==> src/rtl/acc_shifter.sv <==
module acc_shifter #(
  parameter int BYTE_W = 8
) (
  input  logic              clk,
  input  logic              rst_n,
  input  logic              go_i,
  input  logic [2:0]        kind_i,
  input  logic              wide_i,
  input  logic [BYTE_W-1:0] hi_i,
  input  logic [BYTE_W-1:0] lo_i,
  input  logic [7:0]        ccr_i,
  output logic              done_q,
  output logic [BYTE_W-1:0] hi_q,
  output logic [BYTE_W-1:0] lo_q,
  output logic [7:0]        ccr_q
);
  localparam int WORD_W = 2 * BYTE_W;
  localparam int C_BIT = 0;
  localparam int V_BIT = 1;
  localparam int Z_BIT = 2;
  localparam int N_BIT = 3;

  logic [WORD_W-1:0] src, sh, res;
  logic              top_in, cin, cout, neg, zero, known;
  int unsigned       top_idx;

  assign top_idx = wide_i ? WORD_W - 1 : BYTE_W - 1;
  assign src     = wide_i ? {hi_i, lo_i} : {{BYTE_W{1'b0}}, lo_i};
  assign top_in  = src[top_idx];
  assign cin     = ccr_i[C_BIT];

  always_comb begin
    sh    = src;
    cout  = cin;
    known = 1'b1;
    case (kind_i)
      3'd0, 3'd1: begin
        sh   = src << 1;
        cout = top_in;
      end
      3'd2: begin
        sh          = src >> 1;
        sh[top_idx] = top_in;
        cout        = 1'b0;
      end
      3'd3: begin
        sh   = src >> 1;
        cout = src[0];
      end
      3'd4: begin
        sh    = src << 1;
        sh[0] = cin;
        cout  = top_in;
      end
      3'd5: begin
        sh          = src >> 1;
        sh[top_idx] = cin;
        cout        = src[0];
      end
      default: known = 1'b0;
    endcase
  end

  assign res  = !known ? {hi_i, lo_i} :
                wide_i ? sh : {hi_i, sh[BYTE_W-1:0]};
  assign neg  = wide_i ? res[WORD_W-1] : res[BYTE_W-1];
  assign zero = wide_i ? (res == '0) : (res[BYTE_W-1:0] == '0);

  always_ff @(posedge clk) begin
    if (!rst_n) begin
      done_q <= 1'b0;
      hi_q   <= '0;
      lo_q   <= '0;
      ccr_q  <= '0;
    end else begin
      done_q <= go_i;
      if (go_i) begin
        hi_q <= res[WORD_W-1:BYTE_W];
        lo_q <= res[BYTE_W-1:0];
        if (known) begin
          ccr_q[7:4]   <= ccr_i[7:4];
          ccr_q[N_BIT] <= neg;
          ccr_q[Z_BIT] <= zero;
          ccr_q[V_BIT] <= neg ^ cout;
          ccr_q[C_BIT] <= cout;
        end else begin
          ccr_q <= ccr_i;
        end
      end
    end
  end
endmodule

==> config.mk <==
export PLATFORM = sky130hd
export DESIGN_NAME = acc_shifter
export DESIGN_NICKNAME = d
export VERILOG_FILES = /design/src/rtl/acc_shifter.sv
export SDC_FILE = /design/constraint.sdc
export NUM_CORES = 1
export LEC_CHECK = 0
export BUFFER_PORTS_ARGS = -buffer_cell sky130_fd_sc_hd__buf_4
export CAP_MARGIN = 20
export CORE_MARGIN = 5
export CORE_UTILIZATION = 55
export CTS_BUF_LIST = sky130_fd_sc_hd__clkbuf_4 sky130_fd_sc_hd__clkbuf_8 sky130_fd_sc_hd__clkbuf_16
export DETAILED_ROUTE_END_ITERATION = 10
export GPL_ROUTABILITY_DRIVEN = 0
export PLACE_DENSITY = 0.87
export SYNTH_ARGS = -nofsm -noshare
export SYNTH_HDL_FRONTEND = slang
export SYNTH_SLANG_ARGS = --single-unit
==> constraint.sdc <==
create_clock -name clk -period 3.2 [get_ports clk]
set_input_delay 0.64 -clock clk [delete_from_list [all_inputs] [get_ports clk]]
set_output_delay 0.64 -clock clk [all_outputs]
set_load 0.05 [all_outputs]
==> run_results.csv, run 1 <==
group,metric,value,unit
clock_tree,clock_sinks,25,
sta,finalCritPeriodShare,0.645,
worst_hold_path,min_path_cells,2,
synthesis,yosys.area_share.simple,0.187,
global_routing,grt_busiest_layer,"met2",
synthesis,synth-xor-area-share,0.00506,
synthesis,muxShareOfSynthArea,0.188,
critical_path,critical-path-top-delay-family,"compound AO/OA/AOI/OAI gates",
routing,drtPass1Iterations,4,
clock_tree,ctsHoldBuffers,0,
global_routing,use_met2,0.344,
floorplan,start_util,0.571,
routing,final_antenna_net_count,0,
final_layout,final_nets,289,
power,pwr-share-seq,0.426,
worst_hold_path,hold_start,"hi_q[7]$_SDFFE_PN0P_",
synthesis,yosysTopAreaCell,"dfxtp_1",
sta,slew_viol_final,0,
global_routing,grt_max_degree,35,
place,io_buffers,55,
sta,slew_headroom,0.744,
sta,fin_skew,0,ns
sta,finalCriticalPeriod,2.06,ns
place,dp_hpwl,3.33,mm
synthesis,syn_avg_cell_area,8.20,um2
critical_path,regToRegStartpoint,"ccr_q[2]$_SDFFE_PN0P_",
critical_path,crit_required,3.44,ns
final_layout,syn_to_final_growth,25.2,%
clock_tree,cts_buffers,3,
critical_path,r2r_cells,4,
sta,whs,0.490,ns
floorplan,die_w,66.1,um
critical_path,worstSetupEndpointType,"flop",
place,pre_cts_ws,0.846,ns
power,power_frac_clock,0.182,
worst_hold_path,hold_end,"hi_q[7]$_SDFFE_PN0P_",
floorplan,row_count,20,
sta,grt_setup_unrepaired,"false",
power,ir_worst_vdd,0.000371,V
synthesis,synth_top_area_share,0.289,
synthesis,ys_types,42,
power,power.total,0.000811,W
sta,tightest_slew,0.382,ns
synthesis,synth_edf_count,0,
worst_hold_path,hold_path_class,"flop to flop",
critical_path,cp_slowest_cell,"mux2_1",
final_layout,num_antenna_cells,0,
synthesis,synth-seq-cells,25,
sta,fmax,485,MHz
global_routing,grt_pass1_wl,7.32,mm
routing,totalWireLength,4.54,mm
power,p_leak,0.920,nW
clock_tree,root_buffer,"clkbuf_4",
sta,fin_ws,1.14,ns
sta,hold_violations,0,
synthesis,synthAdderAreaFrac,0,
synthesis,syn_area,0.00173,mm2
clock_tree,clockBufferDepth,2,
critical_path,path_cells,"buf_4 -> mux2_1 -> o22ai_1 -> o22ai_1 -> nor3_2 -> a41oi_1 -> o41ai_2",
status,status,"finished clean",
global_routing,use_met1,0.278,
critical_path,rrSetupSlack,2.11,ns
clock_tree,postCtsSetupRepairBufs,0,
routing,wl_per_cell,15.1,um
power,intPower,0.000514,W
global_routing,grt_use_total,0.215,
critical_path,start_kind,"input pin",
sta,tns,0,ns
global_routing,first_global_vias,1540,
clock_tree,clk_latency,0.32,ns
power,swShare,0.367,
synthesis,synth-compound-area-share,0.273,
floorplan,core-area,0.00303,mm2
sta,setup_violations,0,
routing,routed-via-count,1746,
synthesis,yosysWarnings,0,
floorplan,io-pin-count,56,
synthesis,syn-num-nets,242,
final_layout,finish.utilization,0.715,
clock_tree,cts_resized,0,
global_routing,grt_overflow,0,
critical_path,critPathMaxStageDelay,0.36,ns
job,maxCapViolCount,0,
power,power.density,375,mW/mm2
routing,drc,0,
critical_path,worst-path-buf-inv,1,
synthesis,ys_seq_area_frac,0.289,
routing,first_iter_violations,132,
synthesis,synth_top_family_by_area,"compound AO/OA/AOI/OAI gates",
power,combPwrFrac,0.391,
clock_tree,htree_levels,1,
routing,via_per_inst,5.80,
synthesis,ys.flop_type,"dfxtp_1",
critical_path,crit_path_frequent_cell,"o22ai_1",
synthesis,synth_area_leaders,"dfxtp_1 29%, mux2i_1 11%, mux2_2 6.5%, o22ai_1 6.1%, nor2b_1 5.8%",
clock_tree,cts_tree,"done",
final_layout,drive_gt1_frac,0.292,
critical_path,worstReg2RegEnd,"ccr_q[2]$_SDFFE_PN0P_",
global_routing,antenna_found_initial,0,
synthesis,synthCells,211,
power,p_sw,0.000297,W
critical_path,worstSetupStartpoint,"kind_i[1]",
critical_path,crit_type,"input pin to flop",
global_routing,use_met3,0.0527,
floorplan,die_area,0.00437,mm2
clock_tree,cts.clk_slew.worst_paths,0.13,ns
floorplan,fp.dieH,66.1,um
synthesis,synthArstFlopShare,0,
critical_path,critPathMaxFanout,27,
critical_path,arrival,2.31,ns
==> worst reg2reg max path, stage by stage, from the launching register on <==
cell and delay (ns):
dfxtp_1 0.39, o21ai_0 0.09, nor3_1 0.14, nand3_1 0.10, o41ai_2 0.30
==> registers in the layout, indices dropped and copies added (netlist names) <==
signal  cells
done_q      1
ccr_q       8
lo_q        8
hi_q        8
==> worst max-delay path by stage <==
| stage | slack, ns | cells after the start | end |
|---|---|---|---|
| 6_report | 1.14 | 7 | ccr_q[2]$_SDFFE_PN0P_ |
| 5_1_grt | 1.01 | 7 | ccr_q[2]$_SDFFE_PN0P_ |
| 4_1_cts | 1.18 | 7 | ccr_q[2]$_SDFFE_PN0P_ |
| 3_5_place_dp | 0.85 | 7 | ccr_q[2]$_SDFFE_PN0P_ |
| 3_3_place_gp | 0.91 | 7 | ccr_q[2]$_SDFFE_PN0P_ |
| 2_1_floorplan | 1.22 | 7 | ccr_q[2]$_SDFFE_PN0P_ |
==> routing by layer <==
layer	vias to the layer above	part of all wire	routed length [um]
met3	14	0.078	355
met5	-	0	0
met4	0	0.022	99
li1	871	-	-
met2	78	0.47	2140
met1	783	0.43	1950
==> power groups by stage <==
stage               sequential (W)  combinational [W]  clock, W
detailed placement        0.000353           0.000315         0
finish                    0.000346           0.000317  0.000148
global route              0.000349           0.000340  0.000164
CTS                       0.000346           0.000316  0.000148
global placement          0.000352           0.000311         0
floorplan                 0.000430           0.000137         0
==> stage by stage <==
step	instance area (um2)	std cells
3_3_place_gp	2140	297
4_1_cts	2170	301
6_report	2170	301
2_1_floorplan	1730	211
5_1_grt	2170	301
3_5_place_dp	2140	297
==> cell usage after synthesis, types with 2 or more instances <==
library cell	instances
nand2b_1	7
o22ai_1	17
buf_1	2
inv_1	9
clkbuf_1	5
and2_1	4
o21ai_0	13
nor3_1	3
a21o_1	3
dfxtp_1	25
o211ai_1	4
nand2_1	11
nor2b_1	16
a21oi_1	11
a21boi_0	4
buf_2	5
nor3b_1	2
nor2_1	9
mux2_2	10
mux2i_1	19
a22oi_1	2
o221ai_1	5
mux2_1	2
a31oi_1	2
nand3_1	4
==> cells in the final DEF (no fill, tap or decap), drive strengths merged, types with 2 or more instances in the layout <==
cell type / count
mux2i: 19
o211ai: 4
a31oi: 2
nor3: 4
inv: 10
and2: 4
buf: 55
a21o: 3
mux2: 12
o221ai: 5
nor2: 10
o22ai: 17
a21boi: 5
nor2b: 16
nand3: 4
dfxtp: 25
a22oi: 2
nand2: 11
clkbuf: 4
a21oi: 11
nand2b: 7
o21ai: 14
nor3b: 2
==> layout make-up <==
cell class	instances	area, um2
Multi-Input combinational cell	163	1130
Clock buffer	4	30.0
Timing Repair Buffer	55	413
Tap cell	44	55.1
Inverter	10	37.5
Sequential cell	25	500
Fill cell	258	862
==> logic make-up (layout without fill, tap and decap cells) <==
group	after synthesis	in the layout
compound gates	71	71
simple gates	60	60
mux	31	31
flops	25	25
buf+inv	23	69
xor+xnor	1	1
Power figures use the tool's default switching activity.
==> run 2, diff against run 1 <==
--- a/config.mk
+++ b/config.mk
@@ -8,11 +8,11 @@
 export BUFFER_PORTS_ARGS = -buffer_cell sky130_fd_sc_hd__buf_4
 export CAP_MARGIN = 20
 export CORE_MARGIN = 5
-export CORE_UTILIZATION = 55
+export CORE_UTILIZATION = 46
 export CTS_BUF_LIST = sky130_fd_sc_hd__clkbuf_4 sky130_fd_sc_hd__clkbuf_8 sky130_fd_sc_hd__clkbuf_16
 export DETAILED_ROUTE_END_ITERATION = 10
 export GPL_ROUTABILITY_DRIVEN = 0
-export PLACE_DENSITY = 0.87
+export PLACE_DENSITY = 0.77
 export SYNTH_ARGS = -nofsm -noshare
 export SYNTH_HDL_FRONTEND = slang
 export SYNTH_SLANG_ARGS = --single-unit
==> constraint.sdc (replaced) <==
create_clock -name clk -period 1.7 [get_ports clk]
set_input_delay 0.34 -clock clk [delete_from_list [all_inputs] [get_ports clk]]
set_output_delay 0.34 -clock clk [all_outputs]
set_load 0.05 [all_outputs]
==> run 2 against run 1 <==
  * Non-clock buffer count grew 35
  * Setup slack lost 1.0 ns
  * Sequential cell count is the same
  * Hold slack lost 0.16 ns
  * Sequential share of layout area shrank 2.8 points
  * Final cell count grew 13%
  * Sequential power grew 88%
  * Wire length grew 6.7%
  * Clock power grew 130%
  * Largest cell class unchanged
  * Largest power group is now combinational logic
  * Highest routed layer unchanged
==> run_results.csv, run 2 (synthesis gave the netlist of run 1 again) <==
group,metric,value,unit
final_layout,layout_common_cells,"89 x buf_4, 25 x dfxtp_1, 19 x mux2i_1",
place,pre_cts_ws,-0.174,ns
power,power.density,677,mW/mm2
sta,slew_headroom,0.783,
floorplan,start_util,0.473,
clock_tree,clockBufferDepth,2,
global_routing,antenna_found_initial,0,
routing,drtPass1Iterations,5,
critical_path,start_kind,"input pin",
critical_path,r2r_cells,4,
final_layout,final_common_cell,"buf_4",
place,dp_hpwl,3.79,mm
clock_tree,clock_sinks,25,
floorplan,io-pin-count,56,
final_layout,final_nets,324,
worst_hold_path,hold_start,"ccr_i[4]",
routing,drc,0,
routing,totalWireLength,4.85,mm
sta,fin_skew,0,ns
critical_path,critPathMaxFanout,19,
routing,via_per_inst,5.45,
floorplan,die_area,0.00509,mm2
global_routing,grt_overflow,0,
clock_tree,ctsHoldBuffers,0,
critical_path,worstReg2RegEnd,"ccr_q[2]$_SDFFE_PN0P_",
clock_tree,htree_levels,1,
worst_hold_path,min_path_cells,3,
global_routing,grt_max_degree,27,
sta,slew_viol_final,0,
clock_tree,cts_resized,0,
place,io_buffers,55,
final_layout,drive_gt1_frac,0.377,
final_layout,fillers,331,
clock_tree,clk_latency,0.26,ns
clock_tree,root_buffer,"clkbuf_8",
sta,fin_ws,0.113,ns
final_layout,syn_to_final_growth,42.3,%
floorplan,row_count,22,
routing,wl_per_cell,14.3,um
clock_tree,cts_buffers,3,
power,p_leak,1.10,nW
floorplan,die_w,71.3,um
critical_path,crit_type,"input pin to flop",
worst_hold_path,hold_end,"ccr_q[4]$_SDFFE_PN0P_",
worst_hold_path,hold_path_class,"input pin to flop",
sta,hold_violations,0,
power,ir_worst_vdd,0.000703,V
clock_tree,cts_tree,"done",
job,maxCapViolCount,0,
final_layout,top_regs,"ccr_q: 8 flops, hi_q: 8 flops, lo_q: 8 flops",
global_routing,grt_pass1_wl,7.95,mm
sta,fmax,630,MHz
routing,routed-via-count,1852,
critical_path,crit_required,1.88,ns
routing,final_antenna_net_count,0,
clock_tree,cts.clk_slew.worst_paths,0.09,ns
critical_path,arrival,1.76,ns
final_layout,seqCellArea,500,um2
sta,finalCriticalPeriod,1.59,ns
critical_path,rrSetupSlack,0.57,ns
sta,grt_setup_unrepaired,"false",
global_routing,grt_use_total,0.186,
clock_tree,postCtsSetupRepairBufs,0,
sta,finalCritPeriodShare,0.934,
critical_path,regToRegStartpoint,"ccr_q[2]$_SDFFE_PN0P_",
place,placed_cells,336,
final_layout,instances_no_fill,340,
floorplan,fp.dieH,71.3,um
global_routing,first_global_vias,1720,
routing,first_iter_violations,139,
critical_path,worstSetupEndpointType,"flop",
sta,tightest_slew,0.325,ns
final_layout,num_antenna_cells,0,
floorplan,core-area,0.00366,mm2
final_layout,multi_input_area,0.00113,mm2
status,status,"finished clean",
sta,setup_violations,0,
-- run 2: metrics by stage --
step	TNS [ns]	power, W	cell area [um2]	util	hold slack (ns)
after floorplan	0	0.00107	1730	-	0.478
after global placement	-0.397	0.00133	2420	0.660	0.469
after detailed placement	-0.528	0.00134	2420	0.660	0.471
after CTS	0	0.00168	2460	0.673	0.326
after global routing	0	0.00177	2460	0.673	0.346
final	0	0.00167	2460	0.673	0.328
-- run 2: final cells by class --
type                            count  area share
Inverter                           10      0.0152
Clock inverter                      1     0.00203
Clock buffer                        3      0.0168
Timing Repair Buffer               90       0.279
Multi-Input combinational cell    163       0.459
Sequential cell                    25       0.203
Tap cell                           48      0.0244
-- run 2: routing by layer --
metal | part of all wire | routed length, um | global-route usage | vias up
met5 | 0 | 0 | 0 | -
met4 | 0.0037 | 18 | 0.0230 | 0
met3 | 0.064 | 308 | 0.0421 | 2
met2 | 0.48 | 2340 | 0.318 | 53
met1 | 0.45 | 2180 | 0.244 | 857
li1 | - | - | - | 940
-- run 2: worst max-delay path by stage --
| stage | startpoint | endpoint |
|---|---|---|
| 2_1_floorplan | kind_i[1] | ccr_q[2]$_SDFFE_PN0P_ |
| 3_3_place_gp | kind_i[1] | ccr_q[2]$_SDFFE_PN0P_ |
| 3_5_place_dp | kind_i[1] | ccr_q[2]$_SDFFE_PN0P_ |
| 4_1_cts | kind_i[1] | ccr_q[2]$_SDFFE_PN0P_ |
| 5_1_grt | kind_i[1] | ccr_q[2]$_SDFFE_PN0P_ |
| 6_report | kind_i[1] | ccr_q[2]$_SDFFE_PN0P_ |
-- run 2: worst max-delay path, cell delays in order --
cell	delay, ns
buf_4	0.14
buf_12	0.15
or2_2	0.35
o221ai_1	0.30
nand3_1	0.17
o41ai_2	0.31
-- run 2: power by group --
group | switching [W] | internal, W
Clock | 0.000182 | 0.000164
Sequential | 0.0000223 | 0.000628
Combinational | 0.000380 | 0.000292
